### src/rtl/serial_rx_pkg.sv
package serial_rx_pkg;

    typedef enum logic [2:0] {
        ST_IDLE,
        ST_START,
        ST_DATA,
        ST_PARITY,
        ST_STOP
    } rx_state_t;

    localparam logic [1:0] PAR_NONE0 = 2'd0;
    localparam logic [1:0] PAR_EVEN  = 2'd1;
    localparam logic [1:0] PAR_ODD   = 2'd2;

    function automatic logic parity_on(input logic [1:0] mode);
        return (mode == PAR_EVEN) || (mode == PAR_ODD);
    endfunction

endpackage

### src/rtl/rx_line_sync.sv
module rx_line_sync #(
    parameter int STAGES = 2
) (
    input  logic clk,
    input  logic rst_n,
    input  logic din,
    output logic dout
);
    logic [STAGES-1:0] chain;

    genvar g;
    generate
        for (g = 0; g < STAGES; g++) begin : g_stage
            if (g == 0) begin : g_first
                always_ff @(posedge clk or negedge rst_n) begin
                    if (!rst_n) chain[g] <= 1'b1;
                    else        chain[g] <= din;
                end
            end else begin : g_rest
                always_ff @(posedge clk or negedge rst_n) begin
                    if (!rst_n) chain[g] <= 1'b1;
                    else        chain[g] <= chain[g-1];
                end
            end
        end
    endgenerate

    assign dout = chain[STAGES-1];
endmodule

### src/rtl/rx_frame_fsm.sv
module rx_frame_fsm
    import serial_rx_pkg::*;
#(
    parameter int OSR    = 16,
    parameter int DATA_W = 8
) (
    input  logic              clk,
    input  logic              rst_n,
    input  logic              tick,
    input  logic              line,
    input  logic [1:0]        cfg_len,
    input  logic [1:0]        cfg_par,
    output logic              done,
    output logic [DATA_W-1:0] char_out,
    output logic              par_bad,
    output logic              stop_bad
);
    localparam int CNT_W    = $clog2(OSR);
    localparam int IDX_W    = $clog2(DATA_W);
    localparam int HALF     = OSR / 2;
    localparam int MIN_BITS = DATA_W - 3;

    rx_state_t         state, next_state;
    logic [CNT_W-1:0]  cnt;
    logic [IDX_W-1:0]  bit_idx;
    logic [IDX_W-1:0]  last_idx;
    logic [DATA_W-1:0] shreg;
    logic              par_acc;
    logic              par_flag;
    logic              line_prev;
    logic              mid;

    assign last_idx = IDX_W'(MIN_BITS - 1) + IDX_W'(cfg_len);
    assign mid      = tick && (cnt == CNT_W'(OSR - 1));

    // state register
    always_ff @(posedge clk or negedge rst_n) begin
        if (!rst_n) state <= ST_IDLE;
        else        state <= next_state;
    end

    // transition logic
    always_comb begin
        next_state = state;
        unique case (state)
            ST_IDLE:   if (tick && line_prev && !line) next_state = ST_START;
            ST_START: begin
                if (tick) begin
                    if (line)                            next_state = ST_IDLE;
                    else if (cnt == CNT_W'(HALF - 2))    next_state = ST_DATA;
                end
            end
            ST_DATA: begin
                if (mid && bit_idx == last_idx)
                    next_state = parity_on(cfg_par) ? ST_PARITY : ST_STOP;
            end
            ST_PARITY: if (mid) next_state = ST_STOP;
            ST_STOP:   if (mid) next_state = ST_IDLE;
            default:   next_state = ST_IDLE;
        endcase
    end

    // datapath and outputs
    always_ff @(posedge clk or negedge rst_n) begin
        if (!rst_n) begin
            cnt       <= '0;
            bit_idx   <= '0;
            shreg     <= '0;
            par_acc   <= 1'b0;
            par_flag  <= 1'b0;
            line_prev <= 1'b1;
            done      <= 1'b0;
            char_out  <= '0;
            par_bad   <= 1'b0;
            stop_bad  <= 1'b0;
        end else begin
            done <= 1'b0;
            if (tick) begin
                line_prev <= line;
                if (state == ST_IDLE || next_state != state || cnt == CNT_W'(OSR - 1))
                    cnt <= '0;
                else
                    cnt <= cnt + 1'b1;
            end
            unique case (state)
                ST_IDLE: begin
                    if (next_state == ST_START) begin
                        shreg    <= '0;
                        bit_idx  <= '0;
                        par_acc  <= 1'b0;
                        par_flag <= 1'b0;
                    end
                end
                ST_START: ;
                ST_DATA: begin
                    if (mid) begin
                        shreg[bit_idx] <= line;
                        par_acc        <= par_acc ^ line;
                        bit_idx        <= bit_idx + 1'b1;
                    end
                end
                ST_PARITY: begin
                    if (mid) par_flag <= ((par_acc ^ line) != (cfg_par == PAR_ODD));
                end
                ST_STOP: begin
                    if (mid) begin
                        done     <= 1'b1;
                        char_out <= shreg;
                        par_bad  <= parity_on(cfg_par) && par_flag;
                        stop_bad <= !line;
                    end
                end
                default: ;
            endcase
        end
    end

    // width mask for the configured word length
    logic [DATA_W-1:0] len_mask;
    always_comb begin
        for (int i = 0; i < DATA_W; i++)
            len_mask[i] = (i <= int'(last_idx));
    end

    assert_false_start_idle_R2: assert property (@(posedge clk) disable iff (!rst_n)
        (state == ST_START && tick && line) |=> (state == ST_IDLE));

    assert_stop_resume_R7: assert property (@(posedge clk) disable iff (!rst_n)
        (state == ST_STOP && mid) |=> (state == ST_IDLE && done));

    assert_upper_zero_R4: assert property (@(posedge clk) disable iff (!rst_n)
        done |-> ((char_out & ~len_mask) == '0));

endmodule

### src/rtl/rx_holding_reg.sv
module rx_holding_reg #(
    parameter int DATA_W = 8
) (
    input  logic              clk,
    input  logic              rst_n,
    input  logic              load,
    input  logic [DATA_W-1:0] char_in,
    input  logic              perr_in,
    input  logic              ferr_in,
    input  logic              rd_ack,
    output logic [DATA_W-1:0] data_q,
    output logic              ready_q,
    output logic              perr_q,
    output logic              ferr_q,
    output logic              ovr_q
);
    always_ff @(posedge clk or negedge rst_n) begin
        if (!rst_n) begin
            data_q  <= '0;
            ready_q <= 1'b0;
            perr_q  <= 1'b0;
            ferr_q  <= 1'b0;
            ovr_q   <= 1'b0;
        end else begin
            if (load) begin
                data_q  <= char_in;
                perr_q  <= perr_in;
                ferr_q  <= ferr_in;
                ready_q <= 1'b1;
                if (ready_q && !rd_ack) ovr_q <= 1'b1;
                else if (rd_ack)        ovr_q <= 1'b0;
            end else if (rd_ack) begin
                ready_q <= 1'b0;
                ovr_q   <= 1'b0;
            end
        end
    end

    assert_ready_from_done_R8: assert property (@(posedge clk) disable iff (!rst_n)
        $rose(ready_q) |-> $past(load));

    assert_ack_clears_R9: assert property (@(posedge clk) disable iff (!rst_n)
        (rd_ack && !load) |=> (!ready_q && !ovr_q));

    assert_overrun_R10: assert property (@(posedge clk) disable iff (!rst_n)
        (load && ready_q && !rd_ack) |=> ovr_q);

endmodule

### src/rtl/serial_frame_rx.sv
module serial_frame_rx
    import serial_rx_pkg::*;
#(
    parameter int OSR         = 16,
    parameter int DATA_W      = 8,
    parameter int SYNC_STAGES = 2
) (
    input  logic              clk,
    input  logic              rst_n,
    input  logic              tick_en,
    input  logic              rxd_raw,
    input  logic [1:0]        cfg_len,
    input  logic [1:0]        cfg_par,
    input  logic              rd_ack,
    output logic [DATA_W-1:0] rx_data,
    output logic              rx_ready,
    output logic              parity_err,
    output logic              frame_err,
    output logic              overrun_err
);
    logic              line_s;
    logic              done;
    logic [DATA_W-1:0] char_w;
    logic              perr_w;
    logic              ferr_w;

    rx_line_sync #(.STAGES(SYNC_STAGES)) u_sync (
        .clk (clk),
        .rst_n(rst_n),
        .din (rxd_raw),
        .dout(line_s)
    );

    rx_frame_fsm #(.OSR(OSR), .DATA_W(DATA_W)) u_fsm (
        .clk     (clk),
        .rst_n   (rst_n),
        .tick    (tick_en),
        .line    (line_s),
        .cfg_len (cfg_len),
        .cfg_par (cfg_par),
        .done    (done),
        .char_out(char_w),
        .par_bad (perr_w),
        .stop_bad(ferr_w)
    );

    rx_holding_reg #(.DATA_W(DATA_W)) u_hold (
        .clk    (clk),
        .rst_n  (rst_n),
        .load   (done),
        .char_in(char_w),
        .perr_in(perr_w),
        .ferr_in(ferr_w),
        .rd_ack (rd_ack),
        .data_q (rx_data),
        .ready_q(rx_ready),
        .perr_q (parity_err),
        .ferr_q (frame_err),
        .ovr_q  (overrun_err)
    );
endmodule

### config.mk
export PLATFORM = sky130hd
export DESIGN_NAME = serial_frame_rx
export DESIGN_NICKNAME = d
export VERILOG_FILES = /design/src/rtl/serial_rx_pkg.sv /design/src/rtl/rx_line_sync.sv /design/src/rtl/rx_frame_fsm.sv /design/src/rtl/rx_holding_reg.sv /design/src/rtl/serial_frame_rx.sv
export SDC_FILE = /design/constraint.sdc
export NUM_CORES = 1
export LEC_CHECK = 0
export CORE_MARGIN = 2
export CORE_UTILIZATION = 50
export CTS_CLUSTER_DIAMETER = 120
export DETAILED_ROUTE_END_ITERATION = 8
export PLACE_DENSITY_LB_ADDON = 0.15
export SLEW_MARGIN = 20
export SYNTH_ARGS = -nofsm -noshare
export SYNTH_HDL_FRONTEND = slang
export SYNTH_SLANG_ARGS = --single-unit
### constraint.sdc
create_clock -name clk -period 4.3 [get_ports clk]
set_input_delay 0.645 -clock clk [delete_from_list [all_inputs] [get_ports clk]]
set_output_delay 0.645 -clock clk [all_outputs]
set_load 0.01 [all_outputs]
* After elaboration in Yosys (flattened, before gate mapping)
Cells that the tools add are included.
** Word-level totals
- Output and inout port bits :: 12
- Bits of input ports :: 9
- Logic and storage cells :: 89
- Register bits :: 46
** Cells by class
- Equal/unequal tests :: 15
- Reductions and logical operators :: 19
- Multiplexer cells :: 31
- Magnitude comparators :: 2
- Bitwise gates (word level) :: 1
- Add/sub/neg operators :: 3
** Operators by type and width (number)
- $mux 3 :: 10
- $mux 8 :: 2
- $pmux 8 s2 :: 1
- $pmux 3 s5 :: 1
- $mux 1 :: 11
- $bwmux 8 :: 1
- $logic_and 1x1->1 :: 7
- $eq 3x1->1 const B :: 2
- $eq 3x2->1 const B :: 2
- $pmux 3 s2 :: 1
- $reduce_and 3->1 :: 2
- $reduce_bool 2->1 :: 3
- $add 4x1->4 const B :: 1
- $eq 4x3->1 const B :: 1
- $eq 4x4->1 const B :: 1
- $lt 3x4->1 const B :: 1
- $mux 4 :: 1
- $ne 2x1->1 const B :: 2
- $pmux 1 s2 :: 2
- $add 3x1->3 const B :: 1
- $add 3x2->3 const A :: 1
- $demux 1 s3 :: 1
- $eq 3x3->1 :: 1
- $eq 3x3->1 const B :: 1
- other kinds (11) :: 14

* Longest topological paths before layout
Gate-level depths: netlist of run 1.
- Depth in word-level cells :: 9
- Gate-level depth with buffers :: 9
- Gate-level depth less buffers :: 8

* Hierarchy
Synthesis of run 1 repeated with hierarchy kept, for this count alone.
** Second synthesis, totals
- Cells, all modules :: 203
- Area total of the unflattened synthesis :: 2133.3 sq um
** Modules (own cells, without submodules)
- rx_frame_fsm :: sequential area each 802.0 sq um, times used 1, area an instance 1605.3 sq um, cells each 174
- rx_holding_reg :: sequential area each 300.3 sq um, times used 1, area an instance 475.5 sq um, cells each 27
- rx_line_sync :: sequential area each 52.6 sq um, times used 1, area an instance 52.6 sq um, cells each 2

* Worst setup path after synthesis of run 1
OpenSTA, ideal clock, no wires.
- Path type :: input to register
- Start point :: input port cfg_par[0]
- End point :: register u_fsm.cnt[0]
- Slack :: 2442 ps
- Library setup time :: 76 ps
- Data arrival time :: 1781 ps
- Buffers on the path :: 0
- Required time :: 4224 ps
- Stages :: 6
- Path through :: inv_1 > ha_1 > nor3_4 > nor3b_1 > or3_4 > o21ai_1
** On the way
- Longest elaborated chain between the ends :: 9
- Elaborated cells between the ends (all ways) :: 10
- Classes of those cells :: 3 x eq/ne; 4 x mux; 3 x reduce/logical
** RTL lines
- start, declared :: line serial_frame_rx.sv:13 : input logic [1:0] cfg_par,
- $eq 2x1->1 or $eq 2x2->1 (tied branches) :: line serial_rx_pkg.sv:16 : return (mode == PAR_EVEN) || (mode == PAR_ODD);
- $logic_or 1x1->1 * :: line serial_rx_pkg.sv:16
- $mux 3 * :: line rx_frame_fsm.sv:55 : next_state = parity_on(cfg_par) ? ST_PARITY : ST_STOP;
- $mux 3 * :: line rx_frame_fsm.sv:54 : if (mid && bit_idx == last_idx)
- $pmux 3 s5 * :: line rx_frame_fsm.sv:45 : unique case (state)
- $ne 3x3->1 * :: line rx_frame_fsm.sv:80 : if (state == ST_IDLE || next_state != state || cnt == CNT_W'(OSR - 1))
- $logic_or 1x1->1 * (2 in a row) :: line rx_frame_fsm.sv:80
- $mux 4 * :: line rx_frame_fsm.sv:80
- end signal, assigned :: line rx_frame_fsm.sv:83 : cnt <= cnt + 1'b1;
- end, declared :: line rx_frame_fsm.sv:24 : logic [CNT_W-1:0] cnt;
Mark *: on every way between the ends. The rest lies on a longest branch, timed or not.
A chain may end at the register's enable or synchronous reset.

* Worst setup path in the final report of run 1
- Start point :: input port tick_en
- End point :: register u_fsm.cnt[3]
** On the way
- Longest elaborated chain between the ends :: 8
- Elaborated cells between the ends (all ways) :: 14
- Classes of those cells :: 1 x eq/ne; 7 x mux; 6 x reduce/logical
** RTL lines
- start, declared :: line serial_frame_rx.sv:10 : input logic tick_en,
- $logic_and 1x1->1, on equally long branches :: line rx_frame_fsm.sv:34, rx_frame_fsm.sv:46
- $logic_and 1x1->1, on equally long branches :: line rx_frame_fsm.sv:54, rx_frame_fsm.sv:46
- $mux 3, on equally long branches :: line rx_frame_fsm.sv:54, rx_frame_fsm.sv:46
- $pmux 3 s5 :: line rx_frame_fsm.sv:45
- $ne 3x3->1 :: line rx_frame_fsm.sv:80
- $logic_or 1x1->1 (2 in a row) :: line rx_frame_fsm.sv:80
- $mux 4 :: line rx_frame_fsm.sv:80
Several ways; a longest one is shown, not always the timed one.

==> impl_metrics.prom, run 1 <==
# TYPE chip_impl_metric gauge
chip_impl_metric{name="rows",unit=""} 23
chip_impl_metric{name="drt_pre_antenna_iters",unit=""} 4
chip_impl_metric{name="met2RoutedLength",unit="um"} 1860
chip_impl_metric{name="multiInputGateArea",unit="um2"} 892
chip_impl_metric{name="num-nets-final",unit=""} 229
chip_impl_metric{name="clock-sinks",unit=""} 46
chip_impl_metric{name="worst-path-max-fanout",unit=""} 14
chip_impl_info{name="outcome",value="complete, no violations"} 1
chip_impl_metric{name="port_buffers",unit=""} 20
chip_impl_info{name="holdCritPathClass",value="input port to async pin"} 1
chip_impl_metric{name="setup_viol",unit=""} 0
chip_impl_metric{name="period_minus_slack",unit="ps"} 2570
chip_impl_metric{name="power.leakage",unit="nW"} 1.14
chip_impl_metric{name="post_layout_nonfiller_instances",unit=""} 267
chip_impl_metric{name="yosysUniqueCellTypes",unit=""} 46
chip_impl_metric{name="worst_slack",unit="ps"} 1730
chip_impl_info{name="timing_worst_setup_path_type",value="input port to flip-flop"} 1
chip_impl_metric{name="hold-worst-slack",unit="ps"} 338
chip_impl_metric{name="cts_post_setup_buffers_inserted",unit=""} 0
chip_impl_metric{name="wirelength_met1",unit="um"} 1820
chip_impl_metric{name="ioPinCount",unit=""} 21
chip_impl_metric{name="syn_area",unit="mm2"} 0.00215
chip_impl_metric{name="grt_pass1_vias",unit=""} 1526
chip_impl_metric{name="met3WireLength",unit="um"} 165
chip_impl_metric{name="hold_bufs_inserted_after_cts",unit=""} 0
chip_impl_metric{name="routabilityCongestion",unit=""} 0.885
chip_impl_info{name="rsz0062_at_grt",value="no"} 1
chip_impl_metric{name="totalWireLength",unit="um"} 3880
chip_impl_metric{name="floorplan.die.height",unit="um"} 69.6
chip_impl_metric{name="fin_total_pwr",unit="W"} 0.000820
chip_impl_metric{name="floorplan.die_area",unit="mm2"} 0.00485
chip_impl_info{name="critical_path.cell_chain",value="clkdlybuf4s50_1 -> and4_1 -> nand2_2 -> nor3_4 -> nor3b_1 -> or3_4 -> o2bb2ai_1"} 1
chip_impl_metric{name="post_cts.resized_instances",unit=""} 0
chip_impl_metric{name="fillCellCount",unit=""} 330
chip_impl_metric{name="insertion_delay",unit="ps"} 300
chip_impl_metric{name="cts-htree-levels",unit=""} 2
chip_impl_metric{name="critPathMaxStageDelay",unit="ps"} 720
chip_impl_metric{name="clk_transition_reported_paths",unit="ps"} 90
chip_impl_metric{name="area.sequential",unit="mm2"} 0.00115
chip_impl_info{name="critical_path_capture_point_type",value="flip-flop"} 1
chip_impl_metric{name="grt_max_degree",unit=""} 47
chip_impl_info{name="cp-start-kind",value="input port"} 1
chip_impl_metric{name="power.density_cell_area",unit="mW/mm2"} 333
chip_impl_metric{name="grt_first_pass_wirelength",unit="um"} 7020
chip_impl_metric{name="dpl.hpwl",unit="um"} 2820
chip_impl_metric{name="syn-mean-instance-area",unit="um2"} 10.7
chip_impl_metric{name="data_arrival_time_of_the_critical_path",unit="ps"} 2790
chip_impl_metric{name="worst_slew_pin_slew",unit="ps"} 660
chip_impl_info{name="layout_common_cells",value="sky130_fd_sc_hd__dfrtp_1, sky130_fd_sc_hd__o21ai_0, sky130_fd_sc_hd__clkdlybuf4s50_1, sky130_fd_sc_hd__nor2_1, sky130_fd_sc_hd__mux2_2"} 1
chip_impl_metric{name="dp.cells",unit=""} 259
chip_impl_info{name="routed.top_layer",value="met4"} 1
chip_impl_info{name="layout.cells.most_common",value="sky130_fd_sc_hd__dfrtp_1"} 1
chip_impl_metric{name="drv_slew",unit=""} 0
chip_impl_metric{name="grt-ovfl-total",unit=""} 0
chip_impl_metric{name="synthesis.yosys.warnings",unit=""} 0
chip_impl_metric{name="design.core.area",unit="mm2"} 0.00409
chip_impl_metric{name="skew",unit="ps"} 9.86
chip_impl_metric{name="clock_path_buffers",unit=""} 2
chip_impl_metric{name="final_min_period_over_clock_period",unit="%"} 59.7
chip_impl_metric{name="num_vias",unit=""} 1503
chip_impl_metric{name="drt_iter0_drc",unit=""} 67
chip_impl_metric{name="die-width",unit="um"} 69.6
chip_impl_metric{name="wire_per_inst",unit="um"} 14.5
chip_impl_metric{name="ir_worst_vdd",unit="uV"} 153
chip_impl_metric{name="cts-buffers-inserted",unit=""} 5
chip_impl_metric{name="effective_utilization_at_floorplan",unit="%"} 52.7
chip_impl_metric{name="antenna_violating_nets_post_route",unit=""} 0
chip_impl_metric{name="critPathRequiredTime",unit="ps"} 4520
chip_impl_metric{name="fin_tns_setup",unit="ps"} 0
chip_impl_info{name="clock_tree_from_tritoncts",value="done"} 1
chip_impl_info{name="critical-path-slowest-cell",value="sky130_fd_sc_hd__clkdlybuf4s50_1"} 1
chip_impl_metric{name="num_antenna_cells",unit=""} 0
chip_impl_metric{name="slew_headroom",unit="%"} 55.8
chip_impl_metric{name="timing_hold_violations_final",unit=""} 0
chip_impl_metric{name="synth_fp_nets",unit=""} 215
chip_impl_metric{name="fmax",unit="MHz"} 389
chip_impl_metric{name="worst_r2r_path_depth",unit=""} 7
chip_impl_metric{name="synth-seq-area-share",unit="%"} 53.6
chip_impl_metric{name="area_growth_syn_to_layout",unit="%"} 14.3
chip_impl_metric{name="drc",unit=""} 0
chip_impl_metric{name="antenna_found_initial",unit=""} 0
chip_impl_metric{name="drv.max_cap_violation_count",unit=""} 0
chip_impl_metric{name="viasPerCell",unit=""} 5.63
chip_impl_metric{name="dp_slack",unit="ps"} 1460
chip_impl_metric{name="ys_ff_latch",unit=""} 46
chip_impl_metric{name="groute.usage.overall",unit="%"} 17.9
chip_impl_metric{name="syn-instance-count",unit=""} 202
chip_impl_metric{name="drive_gt1_share",unit="%"} 18.0
chip_impl_info{name="cts.root.buffer_cell",value="sky130_fd_sc_hd__clkbuf_8"} 1
-- per-stage QoR --
stage          area [um2]  util [%]
6_report             2460      60.3
2_1_floorplan        2150         -
3_5_place_dp         2350      57.4
3_3_place_gp         2350      57.4
4_1_cts              2460      60.2
5_1_grt              2460      60.3
-- worst max-delay path: cells and delay by family --
family	cells	cell delay, ps
AO/OA/AOI/OAI	1	140
buffers and inverters	1	720
AND/OR/NAND/NOR	5	1280
-- kinds of logic (layout without fill, tap and decap cells) --
family                     count (synthesis)  after routing  synth area share [%]
AOI/OAI and AO/OA                         41             41                  11.6
and+or+nand+nor                           64             64                  16.1
adders and majority gates                  4              4                  2.32
xor gates and xnor gates                   5              5                  2.03
DFF                                       46             46                  53.6
muxes                                     18             18                  9.41
buffers and inverters                     24             39                  4.99
-- Yosys cell counts, drive strengths merged --
| master | number | area [um2] |
|---|---|---|
| and4 | 2 | 17.5 |
| o31ai | 3 | 22.5 |
| nand4 | 1 | 6.26 |
| o22ai | 1 | 6.26 |
| or2 | 3 | 18.8 |
| o2bb2ai | 1 | 8.76 |
| o21ai | 23 | 115 |
| nor3 | 2 | 21.3 |
| dfstp | 3 | 78.8 |
| o221ai | 1 | 8.76 |
| a31oi | 4 | 25.0 |
| a21oi | 1 | 5.00 |
| o32ai | 1 | 8.76 |
| or3 | 2 | 17.5 |
| and3 | 2 | 12.5 |
| a21o | 2 | 15.0 |
| o41ai | 1 | 8.76 |
| ha | 4 | 50.1 |
| a31o | 1 | 8.76 |
| buf | 9 | 51.3 |
| clkbuf | 4 | 15.0 |
| nor3b | 2 | 20.0 |
| nand2 | 17 | 66.3 |
| a2bb2oi | 1 | 8.76 |
| a22oi | 1 | 7.51 |
| xor2 | 1 | 8.76 |
| inv | 11 | 41.3 |
| mux2 | 18 | 203 |
| nand2b | 2 | 12.5 |
| and2 | 1 | 6.26 |
| nor4 | 1 | 6.26 |
| nand4b | 1 | 8.76 |
| nor2b | 1 | 6.26 |
| nor2 | 19 | 78.8 |
| nand3b | 3 | 22.5 |
| nand3 | 5 | 25.0 |
| xnor2 | 4 | 35.0 |
| dfrtp | 43 | 1080 |
-- layer usage --
| metal | vias up | global-route usage, % |
|---|---|---|
| met5 | - | 0 |
| met1 | 726 | 23.7 |
| met3 | 4 | 3.05 |
| met2 | 51 | 29.2 |
| li1 | 722 | - |
| met4 | 0 | 7.48 |
-- sequential cells by signal, indices dropped and copies added, names as in the netlist, 3 cells and up --
name / flops
u_fsm.bit_idx: 3
u_fsm.cnt: 4
u_fsm.char_out: 8
u_fsm.state: 3
u_fsm.shreg: 8
u_hold.data_q: 8
-- where the power goes --
group / internal, W / switching, W / leakage [nW]
combinational: 0.0000217 / 0.0000292 / 0.456
clock: 0.000173 / 0.000146 / 0.0504
sequential: 0.000440 / 0.0000100 / 0.631
-- worst paths after layout --
| kind | end | slack [ps] | start |
|---|---|---|---|
| max in group asynchronous | u_fsm.line_prev$_DFFE_PN1P_ | 3580 | rst_n |
| hold reg to reg | u_sync.dout$_DFF_PN1_ | 360 | u_sync.chain[0]$_DFF_PN1_ |
| min in group clk | u_sync.dout$_DFF_PN1_ | 360 | u_sync.chain[0]$_DFF_PN1_ |
| setup reg to reg | u_fsm.shreg[1]$_DFFE_PN0P_ | 2220 | u_fsm.cnt[0]$_DFFE_PN0P_ |
| hold / removal | u_fsm.shreg[6]$_DFFE_PN0P_ | 340 | rst_n |
| setup / recovery | u_fsm.cnt[3]$_DFFE_PN0P_ | 1730 | tick_en |
-- final cells by class --
cell class	count	share of cell area, %
repair buffers	20	8.03
inverters	11	1.68
multi-input cells	132	36.2
flip-flops and latches	46	46.9
clock buffers	5	2.79
well taps	50	2.54
clock inverters	3	1.83
Note: power is estimated with default switching activity, not from simulation.
==> run 2, diff against run 1 <==
- clock period: 4.3 -> 2.2 ns (I/O delays scaled with it)
==> impl_metrics.prom, run 2 (synthesized netlist as in run 1, its figures left out) <==
# TYPE chip_impl_metric gauge
chip_impl_info{name="outcome",value="finished with violations"} 1
chip_impl_info{name="failed_checks",value="negative hold slack"} 1
chip_impl_metric{name="cts-buffers-inserted",unit=""} 5
chip_impl_metric{name="final_min_period_over_clock_period",unit="%"} 89.3
chip_impl_info{name="rsz0062_at_grt",value="no"} 1
chip_impl_metric{name="cts-htree-levels",unit=""} 2
chip_impl_metric{name="design.core.area",unit="mm2"} 0.00409
chip_impl_metric{name="drt_pre_antenna_iters",unit=""} 6
chip_impl_metric{name="antenna_violating_nets_post_route",unit=""} 0
chip_impl_metric{name="grt_first_pass_wirelength",unit="um"} 6970
chip_impl_metric{name="area_growth_syn_to_layout",unit="%"} 17.1
chip_impl_metric{name="groute.usage.overall",unit="%"} 17.9
chip_impl_metric{name="drv.max_cap_violation_count",unit=""} 0
chip_impl_metric{name="slew_headroom",unit="%"} 69.3
chip_impl_info{name="clock_tree_from_tritoncts",value="done"} 1
chip_impl_metric{name="rows",unit=""} 23
chip_impl_metric{name="effective_utilization_at_floorplan",unit="%"} 52.7
chip_impl_metric{name="grt_pass1_vias",unit=""} 1529
chip_impl_info{name="timing_worst_setup_path_type",value="flip-flop to flip-flop"} 1
chip_impl_info{name="cts.root.buffer_cell",value="sky130_fd_sc_hd__clkbuf_8"} 1
chip_impl_info{name="layout.cells.most_common",value="sky130_fd_sc_hd__dfrtp_1"} 1
chip_impl_metric{name="grt_max_degree",unit=""} 25
chip_impl_metric{name="power.leakage",unit="nW"} 1.18
chip_impl_metric{name="hold-worst-slack",unit="ps"} -4.83
chip_impl_metric{name="setup_viol",unit=""} 0
chip_impl_metric{name="insertion_delay",unit="ps"} 300
chip_impl_metric{name="floorplan.die_area",unit="mm2"} 0.00485
chip_impl_metric{name="fillCellCount",unit=""} 336
chip_impl_metric{name="worst_slew_pin_slew",unit="ps"} 460
chip_impl_metric{name="timing_hold_violations_final",unit=""} 3
chip_impl_metric{name="hold_bufs_inserted_after_cts",unit=""} 0
chip_impl_metric{name="grtUsageMet2",unit="%"} 30.0
chip_impl_metric{name="worst-path-max-fanout",unit=""} 4
chip_impl_metric{name="ir_worst_vdd",unit="uV"} 419
chip_impl_metric{name="ioPinCount",unit=""} 21
chip_impl_metric{name="grt_met3_usage",unit="%"} 4.22
chip_impl_metric{name="drt_iter0_drc",unit=""} 106
chip_impl_metric{name="totalWireLength",unit="um"} 3910
chip_impl_metric{name="skew",unit="ps"} 7.06
chip_impl_metric{name="grt-ovfl-total",unit=""} 0
chip_impl_metric{name="floorplan.die.height",unit="um"} 69.6
chip_impl_metric{name="wire_per_inst",unit="um"} 14.4
chip_impl_metric{name="power.density_cell_area",unit="mW/mm2"} 684
chip_impl_metric{name="routabilityCongestion",unit=""} 0.835
chip_impl_metric{name="num_vias",unit=""} 1535
chip_impl_metric{name="fmax",unit="MHz"} 509
chip_impl_metric{name="port_buffers",unit=""} 20
chip_impl_metric{name="critPathRequiredTime",unit="ps"} 2420
chip_impl_metric{name="fin_total_pwr",unit="W"} 0.00173
chip_impl_metric{name="period_minus_slack",unit="ps"} 1970
chip_impl_info{name="grt-busiest-layer",value="met2"} 1
chip_impl_metric{name="num-nets-final",unit=""} 234
chip_impl_metric{name="cts_post_setup_buffers_inserted",unit=""} 0
chip_impl_metric{name="dpl.hpwl",unit="um"} 2830
chip_impl_metric{name="drive_gt1_share",unit="%"} 20.3
chip_impl_info{name="top_regs",value="u_fsm.char_out: 8 flops, u_fsm.shreg: 8 flops, u_hold.data_q: 8 flops"} 1
chip_impl_info{name="holdCritPathClass",value="input port to async pin"} 1
chip_impl_metric{name="clk_transition_reported_paths",unit="ps"} 90
chip_impl_info{name="layout_common_cells",value="sky130_fd_sc_hd__dfrtp_1, sky130_fd_sc_hd__o21ai_0, sky130_fd_sc_hd__clkdlybuf4s50_1, sky130_fd_sc_hd__mux2_2, sky130_fd_sc_hd__nor2_1"} 1
chip_impl_info{name="cp-start-kind",value="flip-flop"} 1
chip_impl_metric{name="data_arrival_time_of_the_critical_path",unit="ps"} 2190
chip_impl_metric{name="drc",unit=""} 0
chip_impl_metric{name="viasPerCell",unit=""} 5.64
chip_impl_metric{name="die-width",unit="um"} 69.6
chip_impl_metric{name="antenna_found_initial",unit=""} 0
chip_impl_info{name="critical_path_capture_point_type",value="flip-flop"} 1
chip_impl_metric{name="clock_path_buffers",unit=""} 2
chip_impl_metric{name="num_antenna_cells",unit=""} 0
chip_impl_metric{name="met1_usage",unit="%"} 22.8
chip_impl_metric{name="clock-sinks",unit=""} 46
chip_impl_metric{name="post_cts.resized_instances",unit=""} 0
chip_impl_metric{name="drv_slew",unit=""} 0
chip_impl_metric{name="fin_tns_setup",unit="ps"} 0
==> run 2: changes by cell type in the layout (fill, tap and decap cells not counted), sizes merged <==
cell,before,now
buf,1,6
clkinvlp,2,0
bufinv,1,2
clkinv,0,1
==> run 2: worst max-delay path: stages, from the launching register on <==
cell                      delay, ps
sky130_fd_sc_hd__dfrtp_1        420
sky130_fd_sc_hd__ha_1           240
sky130_fd_sc_hd__and4_1         290
sky130_fd_sc_hd__nand2_2        100
sky130_fd_sc_hd__nor3_4         200
sky130_fd_sc_hd__nor3b_1        100
sky130_fd_sc_hd__or3_4          410
sky130_fd_sc_hd__o22ai_1        130
==> run 2: stage by stage <==
stage | instances | util, % | area [um2] | setup slack (ps)
floorplan | 202 | - | 2150 | 411
global placement | 264 | 58.3 | 2380 | 58.3
detailed placement | 264 | 58.3 | 2380 | 1.51
CTS | 272 | 61.7 | 2520 | 81.7
global route | 272 | 61.8 | 2520 | 76.8
finish | 272 | 61.8 | 2520 | 235
==> run 2: cell type report <==
| type | count | area [um2] | area share (%) |
|---|---|---|---|
| timing repair buffer | 25 | 233 | 9.22 |
| inverter | 11 | 41.3 | 1.64 |
| clock inverter | 3 | 68.8 | 2.73 |
| tap | 50 | 62.6 | 2.48 |
| clock buffer | 5 | 68.8 | 2.73 |
| multi-input combinational | 132 | 895 | 35.4 |
| sequential | 46 | 1150 | 45.8 |
==> run 2: per-layer routing <==
layer	routed length, um	part of all wire (%)
met4	50	1.3
met3	188	4.8
met5	0	0
met1	1740	44
met2	1930	49
==> run 2: power by group <==
part	switching, W	internal (W)	total [W]	leakage [nW]
logic	0.0000572	0.0000457	0.000103	0.480
clock network	0.000289	0.000455	0.000744	0.0683
registers	0.0000196	0.000860	0.000879	0.631
total	0.000365	0.00136	0.00173	1.18
==> run 2: worst paths after layout <==
kind / startpoint / end / depth (start not counted) / slack [ps]
worst max register to register: u_fsm.cnt[1]$_DFFE_PN0P_ / u_fsm.cnt[1]$_DFFE_PN0P_ / 7 / 230
worst min register to register: u_sync.chain[0]$_DFF_PN1_ / u_sync.dout$_DFF_PN1_ / 0 / 360
max in group asynchronous: rst_n / u_fsm.line_prev$_DFFE_PN1P_ / 2 / 1910
worst min-delay path: rst_n / u_fsm.shreg[2]$_DFFE_PN0P_ / 2 / -5
worst max-delay path: u_fsm.cnt[1]$_DFFE_PN0P_ / u_fsm.cnt[1]$_DFFE_PN0P_ / 7 / 230
min in group clk: u_sync.chain[0]$_DFF_PN1_ / u_sync.dout$_DFF_PN1_ / 0 / 360
